===== src/rtl/rtc_emu_pkg.sv =====
package rtc_emu_pkg;
  typedef struct packed {
    logic per;
    logic alm;
    logic upd;
  } rtc_evt_t;

  localparam int unsigned NUM_SRC = 3;
endpackage


===== src/rtl/rtc_emu_rate_dec.sv =====
module rtc_emu_rate_dec #(
  parameter int BASE_LOG2 = 6,
  parameter int MAX_LOG2  = 13,
  parameter int CODE_W    = 4,
  parameter int LIM_W     = BASE_LOG2 + 1
) (
  input  logic [CODE_W-1:0] code_i,
  output logic              valid_o,
  output logic              fast_o,
  output logic [LIM_W-1:0]  limit_o,
  output logic [CODE_W-1:0] rate_o
);
  int sh;

  always_comb begin
    valid_o = (int'(code_i) >= 1) && (int'(code_i) <= MAX_LOG2);
    fast_o  = valid_o && (int'(code_i) > BASE_LOG2);
    sh      = BASE_LOG2 - int'(code_i);
    limit_o = '0;
    if (fast_o)
      limit_o = LIM_W'(1);
    else if (valid_o)
      limit_o = LIM_W'(1 << sh);
    rate_o = fast_o ? code_i : CODE_W'(BASE_LOG2);
  end
endmodule


===== src/rtl/rtc_emu_per_div.sv =====
module rtc_emu_per_div #(
  parameter int LIM_W  = 7,
  parameter int MISS_W = 4,
  parameter int SUM_W  = ((LIM_W > MISS_W) ? LIM_W : MISS_W) + 2
) (
  input  logic              clk,
  input  logic              rst,
  input  logic              tick_i,
  input  logic              active_i,
  input  logic [LIM_W-1:0]  limit_i,
  input  logic [MISS_W-1:0] miss_i,
  output logic              fire_o
);
  logic [LIM_W-1:0] cnt_q;
  logic [SUM_W-1:0] sum;

  always_comb begin
    sum    = SUM_W'(cnt_q) + SUM_W'(miss_i) + SUM_W'(1);
    fire_o = tick_i && active_i && (sum >= SUM_W'(limit_i));
  end

  always_ff @(posedge clk) begin
    if (rst || !active_i)
      cnt_q <= '0;
    else if (tick_i)
      cnt_q <= fire_o ? '0 : LIM_W'(sum);
  end
endmodule


===== src/rtl/rtc_emu_tod_events.sv =====
module rtc_emu_tod_events #(
  parameter int TW = 6
) (
  input  logic          clk,
  input  logic          rst,
  input  logic          tick_i,
  input  logic          en_upd_i,
  input  logic          en_alm_i,
  input  logic [TW-1:0] hour_i,
  input  logic [TW-1:0] min_i,
  input  logic [TW-1:0] sec_i,
  input  logic [TW-1:0] alm_hour_i,
  input  logic [TW-1:0] alm_min_i,
  input  logic [TW-1:0] alm_sec_i,
  output logic          upd_hit_o,
  output logic          alm_hit_o
);
  logic [TW-1:0] last_sec_q;

  always_comb begin
    upd_hit_o = tick_i && en_upd_i && (sec_i != last_sec_q);
    alm_hit_o = tick_i && en_alm_i && (hour_i == alm_hour_i) &&
                (min_i == alm_min_i) && (sec_i == alm_sec_i);
  end

  always_ff @(posedge clk) begin
    if (rst)
      last_sec_q <= '1;
    else if (upd_hit_o)
      last_sec_q <= sec_i;
  end
endmodule


===== src/rtl/rtc_emu_engine.sv =====
module rtc_emu_engine
  import rtc_emu_pkg::*;
#(
  parameter int TW        = 6,
  parameter int MISS_W    = 4,
  parameter int LOST_W    = 16,
  parameter int CODE_W    = 4,
  parameter int BASE_LOG2 = 6,
  parameter int MAX_LOG2  = 13
) (
  input  logic              clk,
  input  logic              rst,
  input  logic              tick_i,
  input  logic [MISS_W-1:0] miss_i,
  input  logic [TW-1:0]     hour_i,
  input  logic [TW-1:0]     min_i,
  input  logic [TW-1:0]     sec_i,
  input  logic              en_upd_i,
  input  logic              en_alm_i,
  input  logic              en_per_i,
  input  logic [TW-1:0]     alm_hour_i,
  input  logic [TW-1:0]     alm_min_i,
  input  logic [TW-1:0]     alm_sec_i,
  input  logic [CODE_W-1:0] rate_code_i,
  input  logic              ack_i,
  output logic              flag_upd_o,
  output logic              flag_alm_o,
  output logic              flag_per_o,
  output logic              flag_any_o,
  output logic              irq_o,
  output logic              chan_en_o,
  output logic [CODE_W-1:0] tick_rate_o,
  output logic [LOST_W-1:0] lost_cnt_o
);
  localparam int LIM_W = BASE_LOG2 + 1;

  logic              rate_valid, rate_fast;
  logic [LIM_W-1:0]  rate_limit;
  logic [CODE_W-1:0] rate_dec;
  logic              per_active;
  rtc_evt_t          hit, flags_q, flags_nxt, en_vec;
  logic              any_q, any_nxt;
  logic [LOST_W:0]   lost_sum;

  rtc_emu_rate_dec #(
    .BASE_LOG2(BASE_LOG2), .MAX_LOG2(MAX_LOG2), .CODE_W(CODE_W), .LIM_W(LIM_W)
  ) rate_i (
    .code_i(rate_code_i), .valid_o(rate_valid), .fast_o(rate_fast),
    .limit_o(rate_limit), .rate_o(rate_dec)
  );

  assign per_active = en_per_i && rate_valid;

  rtc_emu_per_div #(.LIM_W(LIM_W), .MISS_W(MISS_W)) div_i (
    .clk(clk), .rst(rst), .tick_i(tick_i), .active_i(per_active),
    .limit_i(rate_limit), .miss_i(miss_i), .fire_o(hit.per)
  );

  rtc_emu_tod_events #(.TW(TW)) tod_i (
    .clk(clk), .rst(rst), .tick_i(tick_i),
    .en_upd_i(en_upd_i), .en_alm_i(en_alm_i),
    .hour_i(hour_i), .min_i(min_i), .sec_i(sec_i),
    .alm_hour_i(alm_hour_i), .alm_min_i(alm_min_i), .alm_sec_i(alm_sec_i),
    .upd_hit_o(hit.upd), .alm_hit_o(hit.alm)
  );

  always_comb begin
    en_vec.upd = en_upd_i;
    en_vec.alm = en_alm_i;
    en_vec.per = en_per_i;
    flags_nxt  = (ack_i ? rtc_evt_t'('0) : flags_q) | hit;
    any_nxt    = (ack_i ? 1'b0 : any_q) | (|hit);
    lost_sum   = {1'b0, lost_cnt_o} + (LOST_W+1)'(miss_i);
  end

  always_ff @(posedge clk) begin
    if (rst) begin
      flags_q     <= '0;
      any_q       <= 1'b0;
      irq_o       <= 1'b0;
      chan_en_o   <= 1'b0;
      tick_rate_o <= CODE_W'(BASE_LOG2);
      lost_cnt_o  <= '0;
    end else begin
      flags_q     <= flags_nxt;
      any_q       <= any_nxt;
      irq_o       <= |(flags_nxt & en_vec);
      chan_en_o   <= en_upd_i | en_alm_i | en_per_i;
      tick_rate_o <= (en_per_i && rate_fast) ? rate_dec : CODE_W'(BASE_LOG2);
      if (tick_i)
        lost_cnt_o <= lost_sum[LOST_W] ? '1 : lost_sum[LOST_W-1:0];
    end
  end

  assign flag_upd_o = flags_q.upd;
  assign flag_alm_o = flags_q.alm;
  assign flag_per_o = flags_q.per;
  assign flag_any_o = any_q;
endmodule


===== config.mk =====
export PLATFORM = sky130hd
export DESIGN_NAME = rtc_emu_engine
export DESIGN_NICKNAME = d
export VERILOG_FILES = /design/src/rtl/rtc_emu_pkg.sv /design/src/rtl/rtc_emu_rate_dec.sv /design/src/rtl/rtc_emu_per_div.sv /design/src/rtl/rtc_emu_tod_events.sv /design/src/rtl/rtc_emu_engine.sv
export SDC_FILE = /design/constraint.sdc
export NUM_CORES = 1
export LEC_CHECK = 0
export BUFFER_PORTS_ARGS = -buffer_cell sky130_fd_sc_hd__buf_2
export CAP_MARGIN = 20
export CORE_ASPECT_RATIO = 2
export CORE_MARGIN = 3
export CORE_UTILIZATION = 45
export CTS_BUF_LIST = sky130_fd_sc_hd__clkbuf_8
export DETAILED_ROUTE_END_ITERATION = 8
export GPL_TIMING_DRIVEN = 0
export PLACE_DENSITY_LB_ADDON = 0.05
export SYNTH_ARGS = -nofsm -noshare
export SYNTH_HDL_FRONTEND = slang
export SYNTH_SLANG_ARGS = --single-unit

===== constraint.sdc =====
create_clock -name clk -period 6.8 [get_ports clk]
set_input_delay 1.02 -clock clk [delete_from_list [all_inputs] [get_ports clk]]
set_output_delay 1.02 -clock clk [all_outputs]
set_load 0.03 [all_outputs]

Word-level counts from Yosys, hierarchy flattened
Index checks and enable logic that the tools add are counted.
W data, S select, Z words.
{"block": "classes", "bitwise_logic": 7, "shift": 1, "div_mod_pow": 0, "n_mux": 6, "add_sub_neg": 4, "n_reduce_logical": 17, "n_eq_ne": 4, "n_lt_le_gt_ge": 4, "n_mul": 0}
{"operator": "$shl A1 B32 Y7 const A", "n": 1}
{"operator": "$mux W7", "n": 3}
{"operator": "$eq A6 B6 Y1", "n": 3}
{"operator": "$add A16 B4 Y17", "n": 1}
{"operator": "$mux W16", "n": 1}
{"operator": "$logic_and A1 B1 Y1", "n": 12}
{"operator": "$add A9 B1 Y9 const B", "n": 1}
{"operator": "$ge A9 B7 Y1", "n": 1}
{"operator": "$reduce_or A3 Y1", "n": 3}
{"operator": "$add A7 B4 Y8", "n": 1}
{"operator": "$ne A6 B6 Y1", "n": 1}
{"operator": "$sub A3 B4 Y5 const A", "n": 1}
{"operator": "$ge A4 B1 Y1 const B", "n": 1}
{"operator": "$gt A4 B3 Y1 const B", "n": 1}
{"operator": "$le A4 B4 Y1 const B", "n": 1}
{"operator": "$and A3 B3 Y3", "n": 1}
{"operator": "$mux W3", "n": 1}
{"operator": "$or A1 B1 Y1", "n": 3}
{"operator": "$or A3 B3 Y3", "n": 1}
{"operator": "$not A1 Y1", "n": 2}
{"operator": "$logic_not A1 Y1", "n": 1}
{"operator": "$logic_or A1 B1 Y1", "n": 1}
{"operator": "$mux W1", "n": 1}
{"block": "word_totals", "memories": 0, "register_bits": 39, "rom_bits": 0, "ramBits": 0, "inputBits": 51, "latch_bits": 0}

Longest topological paths before layout
{"block": "depth", "ltp_word": 9, "depth_mapped": 15, "ltp_nobuf": 15}

By module
Synthesis repeated with hierarchy kept, for this count alone.
{"block": "unflattened", "cells_unflattened": 336, "hier_area_um2": 2894.0}
{"module": "rtc_emu_engine", "area_per_inst_um2": 1376.3, "n_inst": 1, "cells_per_inst": 146}
{"module": "rtc_emu_per_div", "area_per_inst_um2": 782.0, "n_inst": 1, "cells_per_inst": 92}
{"module": "rtc_emu_tod_events", "area_per_inst_um2": 511.7, "n_inst": 1, "cells_per_inst": 62}
{"module": "rtc_emu_rate_dec", "area_per_inst_um2": 224.0, "n_inst": 1, "cells_per_inst": 36}

Worst setup path after synthesis
OpenSTA, ideal clock, no wires.
{"block": "synth_path", "kind": "input -> register", "start": "in miss_i[0]", "end": "reg any_q, in the netlist flag_any_o", "path_stages": 14, "arrival_ns": 3.895, "setup_slack_ns": 2.767, "path_cell_list": "ha_1 -> inv_1 -> fa_1 -> xnor2_1 -> nand3_2 -> nor4_1 -> o22ai_1 -> xnor2_1 -> ha_1 -> a21oi_1 -> o21ai_0 -> a221oi_4 -> or2_1 -> a41oi_1"}
{"block": "synth_via", "elab_chain_cells": 6}
{"item": "from (decl)", "line": "rtc_emu_engine.sv:14", "source": "input logic [MISS_W-1:0] miss_i,"}
{"item": "$add A7 B4 Y8", "line": "rtc_emu_per_div.sv:18", "source": "sum = SUM_W'(cnt_q) + SUM_W'(miss_i) + SUM_W'(1);"}
{"item": "$add A9 B1 Y9", "line": "rtc_emu_per_div.sv:18"}
{"item": "$ge A9 B7 Y1", "line": "rtc_emu_per_div.sv:19", "source": "fire_o = tick_i && active_i && (sum >= SUM_W'(limit_i));"}
{"item": "$logic_and A1 B1 Y1", "line": "rtc_emu_per_div.sv:19"}
{"item": "$reduce_or A3 Y1", "line": "rtc_emu_engine.sv:72", "source": "any_nxt = (ack_i ? 1'b0 : any_q) | (|hit);"}
{"item": "$or A1 B1 Y1", "line": "rtc_emu_engine.sv:72"}
{"item": "to (signal assigned)", "line": "rtc_emu_engine.sv:86", "source": "any_q <= any_nxt;"}
{"item": "to (decl)", "line": "rtc_emu_engine.sv:42", "source": "logic any_q, any_nxt;"}
Every way passes these cells.
A chain may end at the register's enable or synchronous reset.

Final worst setup path
Ends and elaborated chain as after synthesis.

==> results.md <==
Clocking:
- The cts-stage hold buffer count is 0.
- The clock-pin transition on the worst setup and hold timing paths is 70 ps.
- The number of clock buffers inserted by TritonCTS is 5.
- The clock reaches the later pin of the worst-skew pair after 290 ps.
- TritonCTS built the clock tree.
- The number of buffers between clock root and the deepest sink is 2.
- The post-CTS setup-driven buffer insertion count is 0.
- The H-tree depth reported by CTS is 2.
- The number of gates resized after CTS was 0.
- The clock root buffer is sky130_fd_sc_hd__clkbuf_8.
- The clock net in this run drives a total of 39 sinks.

Layout:
- The final design instance area without fill is 0.003261 sq mm.
- The library cells used most frequently in the layout, excluding fill and tap cells, are sky130_fd_sc_hd__buf_2 (77), sky130_fd_sc_hd__dfxtp_1 (39), sky130_fd_sc_hd__a21oi_1 (21).
- The final layout contains 467 nets.
- The relative area change from synthesis to final layout is 19.54%.
- The library cell used most frequently in the layout, excluding fill and tap cells, is sky130_fd_sc_hd__buf_2.
- The number of inserted diodes is 0.
- The fraction of layout instances using a drive strength above 1 is 0.2677.

Setup path:
- The signal on the critical path passes through buf_2, ha_1, inv_1, fa_1, xnor2_1, nand2_1, nor3_1, xnor2_1, ha_1, a21o_1, a21oi_1, o21ai_0, a221oi_4, or2_1, a41oi_1.
- On the worst path, the slowest cell contributes a delay of 530 ps.
- The category of the worst setup path launch point is an input port.
- Measured in cells, the most critical reg-to-reg path has a length of 14.
- The type of the worst setup path is input port to flip-flop.
- The largest driver fanout on the critical path is 9.
- Data on the critical path is required at its endpoint by 6960 ps.
- Data on the critical path arrives at its endpoint at 4460 ps.
- The nature of the critical path endpoint is a flip-flop.
- The largest individual stage delay along the critical path comes from the cell sky130_fd_sc_hd__a221oi_4.

Power and ir drop:
- The leakage dissipation is 0.001411 uW.
- In this run the power density over the cells is 171.0 mW/mm^2.
- IR analysis of the VDD net gives a maximum drop of 0.0001811 V.

Timing:
- The hold violation count in the final report is 0.
- The number of slew-limit violations in the final report was 0.
- The setup TNS after final layout is 0 ps.
- Across the routed clock network, the largest skew measured is 6.244 ps.
- The upper clock frequency limit is 232.7 MHz.
- The minimum clock period after layout is 4297 ps.
- Setup violations remaining at the end of the flow were counted as 0.
- The worst pin sits at a relative slew slack of 0.6109.
- For the pin with the worst max-slew slack, the measured transition is 582.5 ps.
- Setup repair after global routing left no endpoint under its margin.
- The fraction of the cycle the final worst path needs is 0.6319.

Place:
- During placement, the flow inserted port buffers numbering 75.
- After detailed placement, the total cell area comes to 0.003179 sq mm.
- Detailed placement ended at an HPWL of 5619 um.
- The weighted congestion reported at the end of routability-driven placement is 0.8508.

Logic synthesis:
- Of all flip-flops after synthesis, the portion carrying an async set or reset was 0.
- The summed instance area of the synthesized netlist is 0.002728 sq mm.
- The share of the Yosys chip area taken by registers is 0.2862.
- Synthesis inferred 39 register bits.
- For this run, the leading register cell type out of synthesis is sky130_fd_sc_hd__dfxtp_1.
- Synthesis produced a netlist whose cell count is 313.
- Each instance of the synthesized netlist takes up on average 8.714 sq um.
- The yosys synthesis warning count is 0.
- The number of nets in the synthesized netlist is 385.
- Yosys mapped a number of flops with a built-in enable equal to 0.
- The netlist uses 61 different library cells.

Drt:
- After detailed routing, the average wire length per cell comes to 14.76 um.
- The via-per-instance ratio is 5.626.
- Across all layers, the routed design uses 2571 vias.
- The first TritonRoute pass finished after 4 iterations.
- The routed design has 6745 um of wire.
- Once detail routing completed, the nets flagged for antenna violations numbered 0.
- After detailed routing, the number of remaining DRC violations is 0.
- The detailed router finished its first iteration with 83 violations.

Floorplanning:
- The total area inside the core boundary comes to 0.005807 sq mm.
- For this design the top-level I/O count stands at 77.
- Measured along the x axis, the die boundary spans 61.05 um.
- After floorplanning, the core was divided into 39 placement rows.
- The die height is 116.1 um.
- The die area is 0.007088 sq mm.
- The initial cell density of the core is 0.4697.

Global route:
- The first global-routing pass estimated 11150 um of wire.
- Across every metal layer, demand over resource in global routing totals 0.2078.
- The via count of the first global-routing pass is 2479.
- For this run the aggregate overflow at the end of global routing stands at 0.
- Entering global routing, the biggest net connects 12 pins.
- The initial antenna violation count came to 0.

Run status:
- The flow ran to the end, and the final reports show no timing, DRC or antenna violations.

Job:
- The number of max-capacitance violations reported is 0.

Min path:
- The hold path depth is 2.
- The path class of the tightest hold or removal check is flip-flop to flip-flop.
[worst paths after layout]
| path | from | end | slack [ps] |
|---|---|---|---|
| worst max-delay path | miss_i[0] | flag_any_o$_SDFF_PP0_ | 2500 |
| worst min-delay path | div_i.cnt_q[3]$_SDFFE_PP0P_ | div_i.cnt_q[3]$_SDFFE_PP0P_ | 470 |
| worst max register to register | div_i.cnt_q[0]$_SDFFE_PP0P_ | flag_any_o$_SDFF_PP0_ | 2960 |
| worst min register to register | div_i.cnt_q[3]$_SDFFE_PP0P_ | div_i.cnt_q[3]$_SDFFE_PP0P_ | 470 |
[metal layers]
metal | track usage | vias up | share of wire
met5 | 0 | - | 0
met4 | 0.08973 | 0 | 0.026
met3 | 0.04204 | 14 | 0.052
met2 | 0.3883 | 70 | 0.56
met1 | 0.2096 | 1189 | 0.36
li1 | - | 1298 | -
[registers in the layout, indices dropped and copies added, names as in the netlist]
| signal | count |
|---|---|
| tick_rate_o | 4 |
| flag_upd_o | 1 |
| chan_en_o | 1 |
| flag_any_o | 1 |
| tod_i.last_sec_q | 6 |
| lost_cnt_o | 16 |
| flag_per_o | 1 |
| irq_o | 1 |
| div_i.cnt_q | 7 |
| flag_alm_o | 1 |
[synthesized netlist by cell type, types with 4 or more instances]
cell type	count	area (sq um)
sky130_fd_sc_hd__a211o_1	7	61.31
sky130_fd_sc_hd__a211oi_2	6	75.07
sky130_fd_sc_hd__a21o_1	4	30.03
sky130_fd_sc_hd__a21oi_1	21	105.1
sky130_fd_sc_hd__a31oi_1	4	25.02
sky130_fd_sc_hd__and3_1	9	56.30
sky130_fd_sc_hd__clkbuf_1	7	26.28
sky130_fd_sc_hd__dfxtp_1	39	780.8
sky130_fd_sc_hd__ha_1	19	237.7
sky130_fd_sc_hd__inv_1	17	63.81
sky130_fd_sc_hd__mux2i_1	5	50.05
sky130_fd_sc_hd__nand2_1	17	63.81
sky130_fd_sc_hd__nand2b_1	8	50.05
sky130_fd_sc_hd__nand3_1	9	45.04
sky130_fd_sc_hd__nor2_1	20	75.07
sky130_fd_sc_hd__nor3_1	14	70.07
sky130_fd_sc_hd__nor4_1	10	62.56
sky130_fd_sc_hd__o211ai_1	5	37.54
sky130_fd_sc_hd__xnor2_1	16	140.1
sky130_fd_sc_hd__xor2_1	19	166.4
[critical path: cells and delay by family]
kind | cells | cell delay [ps]
AO/OA/AOI/OAI | 5 | 1100
adder cells (fa/ha/maj) | 3 | 920
AND/OR/NAND/NOR | 3 | 730
XOR/XNOR | 2 | 520
buffers and inverters | 2 | 160
[metrics by stage]
stage          setup WS, ps  cells  hold WS [ps]  utilization  total power (uW)
2_1_floorplan          2767    313         449.7            -             364.8
3_3_place_gp           2293    449         462.5       0.5475             412.6
3_5_place_dp           2183    449         467.5       0.5475             416.4
4_1_cts                2501    457         477.4       0.5615             565.9
5_1_grt                2219    457         501.7       0.5615             592.5
6_report               2503    457         473.9       0.5615             557.6
[final cells by class]
class,count,area (sq um)
Tap cell,61,76.32
Multi-Input combinational cell,247,1843
Clock buffer,5,68.82
Clock inverter,3,12.51
Sequential cell,39,780.7
Buffer,10,40.04
Timing Repair Buffer,75,375.4
Inverter,17,63.81
Fill cell,586,2546
[where the power goes]
group | internal (uW) | switching, uW | total [uW]
sequential | 238 | 6.59 | 245
clock | 68.9 | 79.5 | 148
combinational | 71.3 | 93.2 | 164
total | 378 | 179 | 558
[kinds of logic (layout without fill, tap and decap cells)]
family / after synthesis / after routing / share of synthesized area
muxes: 6 / 6 / 0.02661
xor gates and xnor gates: 35 / 35 / 0.1124
DFF: 39 / 39 / 0.2862
and+or+nand+nor: 116 / 116 / 0.2376
adders and majority gates: 21 / 21 / 0.1018
buffers and inverters: 27 / 110 / 0.03807
AOI/OAI and AO/OA: 69 / 69 / 0.1973
Power figures use the tool's default switching activity.
